### src/rtl/leb_enc_pkg.sv
`timescale 1ns/1ps
package leb_enc_pkg;
  // number of 7-bit groups needed for a w-bit integer
  function automatic int groups_for(input int w);
    return (w + 6) / 7;
  endfunction
  // bits needed to hold a byte count from 0 to n
  function automatic int count_bits(input int n);
    return $clog2(n + 1);
  endfunction
endpackage

### src/rtl/leb_group_split.sv
`timescale 1ns/1ps
module leb_group_split #(
  parameter int DATA_W = 64,
  parameter int NGRP   = 10
) (
  input  logic [DATA_W-1:0] value,
  input  logic              signed_mode,
  output logic [NGRP*7-1:0] groups,
  output logic              fill
);
  localparam int PAD = NGRP * 7 - DATA_W;

  // top-group padding bit: sign in signed mode, zero otherwise
  assign fill = signed_mode & value[DATA_W-1];

  generate
    if (PAD > 0) begin : g_pad
      assign groups = {{PAD{fill}}, value};
    end else begin : g_nopad
      assign groups = value;
    end
  endgenerate
endmodule

### src/rtl/leb_len_calc.sv
`timescale 1ns/1ps
module leb_len_calc #(
  parameter int NGRP  = 10,
  parameter int CNT_W = 4
) (
  input  logic [NGRP*7-1:0] groups,
  input  logic              fill,
  input  logic              signed_mode,
  output logic [CNT_W-1:0]  count
);
  // above_fill[g]: every group from g upward consists only of fill bits
  logic [NGRP:0] above_fill;

  always_comb begin
    above_fill[NGRP] = 1'b1;
    for (int g = NGRP - 1; g >= 0; g--) begin
      above_fill[g] = above_fill[g+1] && (groups[7*g +: 7] == {7{fill}});
    end
  end

  // smallest n that drops only redundant groups; in signed mode the
  // kept top bit must also repeat the sign
  always_comb begin
    count = CNT_W'(NGRP);
    for (int n = NGRP - 1; n >= 1; n--) begin
      if (above_fill[n] && (!signed_mode || (groups[7*n-1] == fill))) begin
        count = CNT_W'(n);
      end
    end
  end
endmodule

### src/rtl/leb_byte_pack.sv
`timescale 1ns/1ps
module leb_byte_pack #(
  parameter int NGRP  = 10,
  parameter int CNT_W = 4
) (
  input  logic [NGRP*7-1:0] groups,
  input  logic [CNT_W-1:0]  count,
  output logic [NGRP*8-1:0] bytes
);
  generate
    for (genvar k = 0; k < NGRP; k++) begin : g_byte
      localparam logic [CNT_W-1:0] IDX  = CNT_W'(k);
      localparam logic [CNT_W-1:0] NEXT = CNT_W'(k + 1);
      assign bytes[8*k +: 8] = (IDX < count) ? {(NEXT < count), groups[7*k +: 7]}
                                             : 8'h00;
    end
  endgenerate
endmodule

### src/rtl/leb_varint_enc.sv
`timescale 1ns/1ps
module leb_varint_enc
  import leb_enc_pkg::*;
#(
  parameter int DATA_W = 64,
  localparam int NGRP  = groups_for(DATA_W),
  localparam int CNT_W = count_bits(NGRP)
) (
  input  logic              clk,
  input  logic              rst_n,
  input  logic              in_valid,
  output logic              in_ready,
  input  logic [DATA_W-1:0] in_value,
  input  logic              in_signed,
  output logic              out_valid,
  input  logic              out_ready,
  output logic [NGRP*8-1:0] out_bytes,
  output logic [CNT_W-1:0]  out_count
);
  logic [NGRP*7-1:0] grp;
  logic              fill;
  logic [CNT_W-1:0]  cnt_c;
  logic [NGRP*8-1:0] bytes_c;

  leb_group_split #(.DATA_W(DATA_W), .NGRP(NGRP)) u_split (
    .value(in_value), .signed_mode(in_signed), .groups(grp), .fill(fill)
  );

  leb_len_calc #(.NGRP(NGRP), .CNT_W(CNT_W)) u_len (
    .groups(grp), .fill(fill), .signed_mode(in_signed), .count(cnt_c)
  );

  leb_byte_pack #(.NGRP(NGRP), .CNT_W(CNT_W)) u_pack (
    .groups(grp), .count(cnt_c), .bytes(bytes_c)
  );

  assign in_ready = !out_valid || out_ready;

  always_ff @(posedge clk or negedge rst_n) begin
    if (!rst_n) begin
      out_valid <= 1'b0;
      out_bytes <= '0;
      out_count <= '0;
    end else begin
      if (in_valid && in_ready) begin
        out_valid <= 1'b1;
        out_bytes <= bytes_c;
        out_count <= cnt_c;
      end else if (out_ready) begin
        out_valid <= 1'b0;
      end
    end
  end

  // framing checks on the registered result
  logic cont_ok, pad_ok;
  always_comb begin
    cont_ok = 1'b1;
    pad_ok  = 1'b1;
    for (int k = 0; k < NGRP; k++) begin
      if (k < int'(out_count) - 1) begin
        if (!out_bytes[8*k+7]) cont_ok = 1'b0;
      end else if (k == int'(out_count) - 1) begin
        if (out_bytes[8*k+7]) cont_ok = 1'b0;
      end else begin
        if (out_bytes[8*k +: 8] != 8'h00) pad_ok = 1'b0;
      end
    end
  end

  a_r2_cont_bits: assert property (@(posedge clk) disable iff (!rst_n)
    out_valid |-> cont_ok);
  a_r5_pad_zero: assert property (@(posedge clk) disable iff (!rst_n)
    out_valid |-> pad_ok);
  a_r6_count_range: assert property (@(posedge clk) disable iff (!rst_n)
    out_valid |-> (out_count >= CNT_W'(1)) && (out_count <= CNT_W'(NGRP)));
  a_r9_accept: assert property (@(posedge clk) disable iff (!rst_n)
    (in_valid && in_ready) |=> out_valid);
  a_r9_hold: assert property (@(posedge clk) disable iff (!rst_n)
    (out_valid && !out_ready) |=> (out_valid && $stable(out_bytes) && $stable(out_count)));
endmodule

### config.mk
export PLATFORM = sky130hd
export DESIGN_NAME = leb_varint_enc
export DESIGN_NICKNAME = d
export VERILOG_FILES = /design/src/rtl/leb_enc_pkg.sv /design/src/rtl/leb_group_split.sv /design/src/rtl/leb_len_calc.sv /design/src/rtl/leb_byte_pack.sv /design/src/rtl/leb_varint_enc.sv
export SDC_FILE = /design/constraint.sdc
export NUM_CORES = 1
export LEC_CHECK = 0
export CORE_MARGIN = 1
export CORE_UTILIZATION = 45
export DETAILED_ROUTE_END_ITERATION = 16
export GPL_ROUTABILITY_DRIVEN = 0
export HOLD_SLACK_MARGIN = 0.02
export PLACE_DENSITY = 0.88
export SLEW_MARGIN = 25
export SYNTH_ARGS = -nofsm -noshare
export SYNTH_HDL_FRONTEND = slang
export SYNTH_SLANG_ARGS = --single-unit
### constraint.sdc
create_clock -name clk -period 3.2 [get_ports clk]
set_clock_uncertainty 0.1 [all_clocks]
set_input_delay 0.48 -clock clk [delete_from_list [all_inputs] [get_ports clk]]
set_output_delay 0.48 -clock clk [all_outputs]
set_load 0.02 [all_outputs]
; After elaboration in Yosys (flattened, before gate mapping)
; Index checks and enable logic that the tools add are counted.
[word_totals]
register_bits = 85
output_inout_bits = 86
[op_classes]
n_lt_le_gt_ge = 11
n_eq_ne = 18
muxes = 21
n_bitwise = 1
reduce_logical = 31
[ops]
columns = operator, n
row1 = $mux W8, 10
row2 = $eq A7 B7 Y1, 8
row3 = $mux W4, 8
row4 = $logic_and A1 B1 Y1, 18
row5 = $lt A3 B4 Y1 const A, 4
row6 = $lt A4 B4 Y1 const A, 3
row7 = $eq A1 B1 Y1, 10
row8 = $logic_or A1 B1 Y1, 10
row9 = $lt A1 B4 Y1 const A, 2
row10 = $lt A2 B4 Y1 const A, 2
row11 = $logic_not A1 Y1, 2
row12 = $mux W1, 2
row13 = $mux W2, 1
row14 = $reduce_bool A2 Y1, 1
row15 = $and A1 B1 Y1, 1

; Longest topological paths before layout
; Gate-level depths: netlist (run 1).
[logic_depth]
ltp_word = 15
depth_mapped = 9
depth_no_buf = 7

; Cells and area by module
; A second synthesis (run 1) with hierarchy kept.
[unflattened]
cells_unflattened = 445
hier_area_um2 = 5312.6
[by_module_without_submodules]
columns = mod, instances, cells_each, area_each_um2
row1 = leb_varint_enc, 1, 181, 3474.6
row2 = leb_len_calc, 1, 99, 668.1
row3 = leb_byte_pack, 1, 94, 638.1
row4 = leb_group_split, 1, 71, 531.8

; Worst setup path before layout (run 1)
; OpenSTA, ideal clock, no wires.
[synth_path]
kind = input -> register
from = input port in_value[61]
to = register out_bytes[48]
setup_ns = 0.118
t_arrival_ns = 2.320
required_ns = 2.982
slack_ns = 0.662
cell_stages = 8
path_cell_list = or4_1 -> nor4_2 -> o21ai_1 -> a2111o_1 -> a21o_1 -> and3_1 -> buf_6 -> a21o_1
[synth_between]
elab_chain_len = 13
elab_cells_between_ends = 27
[synth_lines]
columns = item, line_no
row1 = start: declaration, leb_varint_enc.sv:13  ; input logic [DATA_W-1:0] in_value,
row2 = $eq A7 B7 Y1 (*), leb_len_calc.sv:17  ; above_fill[g] = above_fill[g+1] && (groups[7*g +: 7] == {7{fill}});
row3 = $logic_and A1 B1 Y1 (*), leb_len_calc.sv:17
row4 = "$logic_and A1 B1 Y1, on equally long branches", "leb_len_calc.sv:26, leb_len_calc.sv:17"
row5 = "$mux W4, or another cell as far along (6 in a row)", leb_len_calc.sv:26  ; if (above_fill[n] && (!signed_mode || (groups[7*n-1] == fill))) begin
row6 = $mux W4 / $logic_and A1 B1 Y1 (equally long branches), leb_len_calc.sv:26
row7 = $mux W4 (*), leb_len_calc.sv:26
row8 = $lt A3 B4 Y1 (*), leb_byte_pack.sv:14  ; assign bytes[8*k +: 8] = (IDX < count) ? {(NEXT < count), groups[7*k +: 7]}
row9 = $mux W8 (*), leb_byte_pack.sv:14
row10 = end signal: assignment, leb_varint_enc.sv:47  ; out_bytes <= bytes_c;
row11 = end: declaration, leb_varint_enc.sv:17  ; output logic [NGRP*8-1:0] out_bytes,
; Every way passes the cells marked *; elsewhere a longest branch is shown, timed or not.
; A chain may end at the register's enable or synchronous reset.

; Final worst setup path (run 1)
[layout_path]
from = input port in_value[44]
to = register out_bytes[51]
[layout_between]
elab_chain_len = 11
elab_cells_between_ends = 21
[layout_lines]
columns = item, line_no
row1 = $eq A7 B7 Y1 (*), leb_len_calc.sv:17
row2 = $logic_and A1 B1 Y1 (*), leb_len_calc.sv:17
row3 = "$logic_and A1 B1 Y1, on equally long branches", "leb_len_calc.sv:26, leb_len_calc.sv:17"
row4 = "$mux W4, or another cell as far along (4 in a row)", leb_len_calc.sv:26
row5 = $mux W4 / $logic_and A1 B1 Y1 (equally long branches), leb_len_calc.sv:26
row6 = $mux W4 (*), leb_len_calc.sv:26
row7 = $lt A3 B4 Y1 (*), leb_byte_pack.sv:14
row8 = $mux W8 (*), leb_byte_pack.sv:14
; Marked as above.

==> results of run 1 <==
[worst max-delay path, cell delays in order]
cell	delay, ns
clkdlybuf4s50_1	0.47
or4_1	0.55
nor4_1	0.17
a21oi_1	0.17
nor4_1	0.47
buf_4	0.20
a21o_1	0.13
and3_1	0.34
a21o_1	0.18
[final cells by class]
type	count	area [um^2]
clock inverters	4	70.1
fillers	576	2010
inverters	1	3.75
clock buffers	10	138
well taps	99	124
repair buffers	168	1650
multi-input cells	220	1410
flip-flops and latches	80	2000
[worst min-delay path by stage]
stage / start / to / slack [ns] / cells past startpoint
2_1_floorplan: rst_n / out_bytes[0] / 0.08 / 0
3_3_place_gp: out_bytes[72] / out_bytes[72] / 0.35 / 2
3_5_place_dp: out_bytes[72] / out_bytes[72] / 0.36 / 2
4_1_cts: rst_n / out_bytes[33] / 0.23 / 1
5_1_grt: rst_n / out_bytes[33] / 0.12 / 1
6_report: rst_n / out_bytes[33] / 0.04 / 1
[sequential cells by signal, indices dropped and copies added (netlist names)]
register	count
out_valid	1
out_count	4
out_bytes	75
[where the power goes]
group	leakage (uW)	internal, uW	switching (uW)	total [uW]
logic	0.00126	415	396	810
registers	0.000969	1140	76.5	1210
clock network	0.000108	449	339	788
total	0.00234	2000	811	2810
[placed cells by master, fill, tap and decap left out, types with 4 or more instances in the layout]
master and count:
a21o_1 14, and2_1 7, clkdlybuf4s50_1 153, o21ai_0 14, nor3_1 13, xor2_1 7, nor2_1 6, nand2b_1 4
nand3_1 7, a21oi_1 6, buf_4 14, nor4_1 9, clkbuf_8 10, nand2_1 48, dfrtp_1 80, and3_1 6
nand4_1 9, a22o_1 51
[per-layer routing]
layer,up-vias,share of wire,GRT usage
met5,-,0,0
met4,0,0.013,0.102
met3,13,0.073,0.0581
met2,150,0.50,0.404
met1,1571,0.42,0.332
li1,1511,-,-
[stage by stage]
| stage | cell area, um^2 | worst slack [ns] | util | cells | hold slack, ns |
|---|---|---|---|---|---|
| 2_1_floorplan | 3530 | 0.662 | - | 325 | 0.0844 |
| 3_3_place_gp | 5180 | 0.0768 | 0.700 | 568 | 0.353 |
| 3_5_place_dp | 5180 | -0.115 | 0.700 | 568 | 0.355 |
| 4_1_cts | 5390 | 0.248 | 0.728 | 582 | 0.226 |
| 5_1_grt | 5390 | 0.120 | 0.728 | 582 | 0.121 |
| 6_report | 5390 | 0.231 | 0.728 | 582 | 0.0429 |
[cell families (layout without fill, tap and decap cells)]
| group | after synthesis | count (layout) | share of synthesized area |
|---|---|---|---|
| xor+xnor | 7 | 7 | 0.0174 |
| simple gates | 114 | 114 | 0.160 |
| buf+inv | 25 | 183 | 0.0351 |
| flops | 80 | 80 | 0.567 |
| compound gates | 99 | 99 | 0.221 |
==> impl_metrics.yaml, run 1 <==
clock_network:
  clockRootBuffer: "clkbuf_8"
  numCtsBuffers: 9
  tritoncts: "built"
  worst_skew_pair.late_latency_ns: 0.34
  clk_pin_slew_worst_paths_ns: 0.08
  clock_tree.htree_level_count: 3
  holdBufCountCts: 0
  clockBufferDepth: 2
  clock-sinks: 80
  cts_resized: 0
  post-cts-setup-buffer-count: 0
synth:
  syn_area_per_cell_um2: 10.9
  yosys_warnings: 0
  most_frequent_cell_after_synthesis: "dfrtp_1"
  asyncSetResetFlopFracSynth: 1.00
  share_of_synthesized_area_occupied_by_flip_flops_and_latches: 0.567
  syn_area_mm2: 0.00353
  post-synth-top-area-cell: "dfrtp_1"
  netlist_top_cells_area: "dfrtp_1 (57%), a22o_1 (13%), nand2_1 (5.2%)"
  synth.lib_cells_used.distinct: 35
  synth_cells: 325
  synth_enable_flop_cells: 0
  syn_nets: 394
  synth.top_cell.area_share: 0.567
  synthTopCellsByCount: "dfrtp_1 (80), a22o_1 (51), nand2_1 (49), a21o_1 (14), o21ai_0 (14)"
  number_of_storage_elements_in_the_synthesis_netlist: 80
  ys.flop_type: "dfrtp_1"
setup_path:
  worst-r2r-cell-count: 5
  critPathArrivalTime_ns: 3.16
  critical_path_required_ns: 3.39
  critical_path_peak_fanout: 8
  r2r_slack_ns: 1.43
  r2r_end: "out_bytes[67]"
  crit_path_start_kind: "primary input"
  path_class: "in -> reg"
  rr_startpoint: "out_valid"
  critPathCaptureType: "flip-flop"
  crit_end: "out_bytes[51]"
  startpoint: "in_value[44]"
sta:
  final_cycle_share: 0.928
  maxSlewHeadroom: 0.530
  fin_setup_tns_ns: 0
  final-hold-violation-count: 0
  finalSetupViolCount: 0
  rsz0062_at_grt: "no"
  post-route-min-period_ns: 2.97
  timing.fmax_mhz: 337
  worst_slew_pin_slew_ns: 0.705
  final_max_slew_viol_count: 0
floorplan:
  floorplan.die.width_um: 90.6
  die_height_um: 90.6
  initial_utilization: 0.477
  dieArea_mm2: 0.00821
  io_pins: 155
  floorplan.rows: 31
  core_area_mm2: 0.00741
grt:
  groute.usage.overall: 0.253
  pin_count_of_the_biggest_net_entering_global_routing: 81
  number_of_antenna_violations_at_the_first_check_in_global_routing: 0
  number_of_global_route_vias_before_repair: 3328
  gr-total-overflow: 0
  grt_first_pass_wirelength_um: 16400
drt:
  drt_first_iter_violations: 232
  drt_pre_antenna_iters: 4
  routed_len_inst_um: 16.8
  antenna_violating_nets_post_route: 0
  routed_via_density: 5.58
  route.detailed.drc: 0
  via_count: 3245
  routed_wirelength_um: 9760
pwr:
  power.static_leakage_uw: 0.00234
  max-vdd-ir-drop_mv: 0.319
  pnr_total_power_uw: 2810
  power.density_mw_per_mm2: 521
placed_design:
  count_of_buffers_from_port_buffering: 154
  post-dp-hpwl_um: 7240
job:
  cap_viol_max_count: 0
finish:
  fin_nets: 549
  post_route_cells_drive_above_1_share: 0.0766
  area_growth_syn_to_fin_pct: 52.7
  antenna_cells_inserted: 0
min_path:
  holdCritPathClass: "in -> async"
outcome:
  result_of_the_run: "completed"
Power figures use the tool's default switching activity.
==> run 2, diff against run 1 <==
REMOVE_ABC_BUFFERS = 1   (was default)
==> impl_metrics.yaml, run 2 (synthesis gave the netlist of run 1 again) <==
drt:
  drt_first_iter_violations: 142
  routed_via_density: 5.60
  routed_len_inst_um: 17.5
  routed_wirelength_um: 10200
  via_count: 3268
  antenna_violating_nets_post_route: 0
  drt_pre_antenna_iters: 4
  route.detailed.drc: 0
setup_path:
  r2r_slack_ns: 1.08
  critical_path_peak_fanout: 8
  r2r_end: "out_bytes[65]"
  crit_path_start_kind: "primary input"
  critical_path_required_ns: 3.37
  critPathCaptureType: "flip-flop"
  startpoint: "in_value[61]"
  critPathArrivalTime_ns: 3.15
  worst-r2r-cell-count: 5
  rr_startpoint: "out_valid"
  crit_end: "out_bytes[54]"
  path_class: "in -> reg"
finish:
  final_cell_mix: "clkdlybuf4s50_1 (153), dfrtp_1 (80), a22o_1 (51), nand2_1 (48), buf_4 (15)"
  fin_nets: 550
  top_register_by_number_of_flip_flops: "out_bytes"
  instances_no_fill: 584
  antenna_cells_inserted: 0
  post_route_cells_drive_above_1_share: 0.0763
  fillerInstances: 527
  biggest_registers_after_layout: "out_bytes: 75 flops, out_count: 4 flops, out_valid: 1 flops"
  largest_reg_flops: 75
  layout_commonest_cell: "clkdlybuf4s50_1"
  area_growth_syn_to_fin_pct: 52.7
floorplan:
  initial_utilization: 0.477
  die_height_um: 90.6
  floorplan.rows: 31
  core_area_mm2: 0.00741
  io_pins: 155
  dieArea_mm2: 0.00821
  floorplan.die.width_um: 90.6
job:
  cap_viol_max_count: 0
clock_network:
  numCtsBuffers: 9
  worst_skew_pair.late_latency_ns: 0.34
  clock-sinks: 80
  cts_resized: 0
  clockBufferDepth: 2
  holdBufCountCts: 0
  post-cts-setup-buffer-count: 0
  clock_tree.htree_level_count: 3
  tritoncts: "built"
  clockRootBuffer: "clkbuf_8"
  clk_pin_slew_worst_paths_ns: 0.08
sta:
  maxSlewHeadroom: 0.530
  rsz0062_at_grt: "no"
  worst_slew_pin_slew_ns: 0.706
  final-hold-violation-count: 0
  final_cycle_share: 0.932
  timing.fmax_mhz: 335
  final_max_slew_viol_count: 0
  finalSetupViolCount: 0
  post-route-min-period_ns: 2.98
  hold-worst-slack_ns: 0.0618
pwr:
  power.density_mw_per_mm2: 521
  max-vdd-ir-drop_mv: 0.374
  power.static_leakage_uw: 0.00234
grt:
  gr-total-overflow: 0
  grt_first_pass_wirelength_um: 16500
  pin_count_of_the_biggest_net_entering_global_routing: 81
  globalRouteMet2Util: 0.420
  grt_most_used_layer: "met2"
  global_route.usage.met3: 0.0429
  number_of_antenna_violations_at_the_first_check_in_global_routing: 0
  groute.usage.overall: 0.255
  number_of_global_route_vias_before_repair: 3306
  global_route.usage.met1: 0.333
placed_design:
  count_of_buffers_from_port_buffering: 154
  post-dp-hpwl_um: 7530
  numPlacedInstances: 569
outcome:
  result_of_the_run: "completed"
min_path:
  holdCritPathClass: "in -> async"
[run 2: changes by cell type in the layout (fill, tap and decap cells not counted), sizes merged]
cell,change
buf,+1
clkbuf,+1
[run 2: worst min path at each step]
stage / start / endpoint / slack, ns / cells after the start
2_1_floorplan: rst_n / out_bytes[0] / 0.08 / 0
3_3_place_gp: out_bytes[72] / out_bytes[72] / 0.36 / 2
3_5_place_dp: out_bytes[72] / out_bytes[72] / 0.36 / 2
4_1_cts: rst_n / out_bytes[2] / 0.22 / 1
5_1_grt: rst_n / out_bytes[4] / 0.12 / 1
6_report: rst_n / out_valid / 0.06 / 1
[run 2: metrics by stage]
step	util	power [uW]	TNS [ns]	setup WS, ns	area (um^2)
3_5_place_dp	0.701	2050	-0.169	-0.0322	5190
2_1_floorplan	-	1570	-2.24	-0.104	3410
3_3_place_gp	0.701	2030	0	0.0687	5190
5_1_grt	0.728	2930	0	0.0954	5400
6_report	0.728	2810	0	0.218	5400
4_1_cts	0.728	2830	0	0.290	5390
[run 2: metal layers]
| layer | up-vias | part of all wire |
|---|---|---|
| met5 | - | 0 |
| met4 | 0 | 0.023 |
| met3 | 22 | 0.066 |
| met2 | 133 | 0.48 |
| met1 | 1602 | 0.43 |
| li1 | 1511 | - |
[run 2: final cells by class]
cell class | instances | area, um^2 | share of cell area
Timing Repair Buffer | 169 | 1660 | 0.307
Clock inverter | 4 | 70.1 | 0.0130
Inverter | 1 | 3.75 | 0.000696
Sequential cell | 80 | 2000 | 0.371
Clock buffer | 11 | 131 | 0.0244
Tap cell | 99 | 124 | 0.0230
Multi-Input combinational cell | 220 | 1410 | 0.261
[run 2: where the power goes]
part | leakage, uW | switching (uW) | internal, uW
logic | 0.00127 | 399 | 416
registers | 0.000969 | 77.3 | 1140
clock network | 0.000103 | 348 | 434
[run 2: critical path, stage by stage]
cell and delay [ns]:
clkdlybuf4s50_1 0.44, or4_1 0.60, nor4_2 0.22, o21ai_1 0.17, a2111o_1 0.43, a32oi_2 0.23
and3_1 0.39, a21o_1 0.18
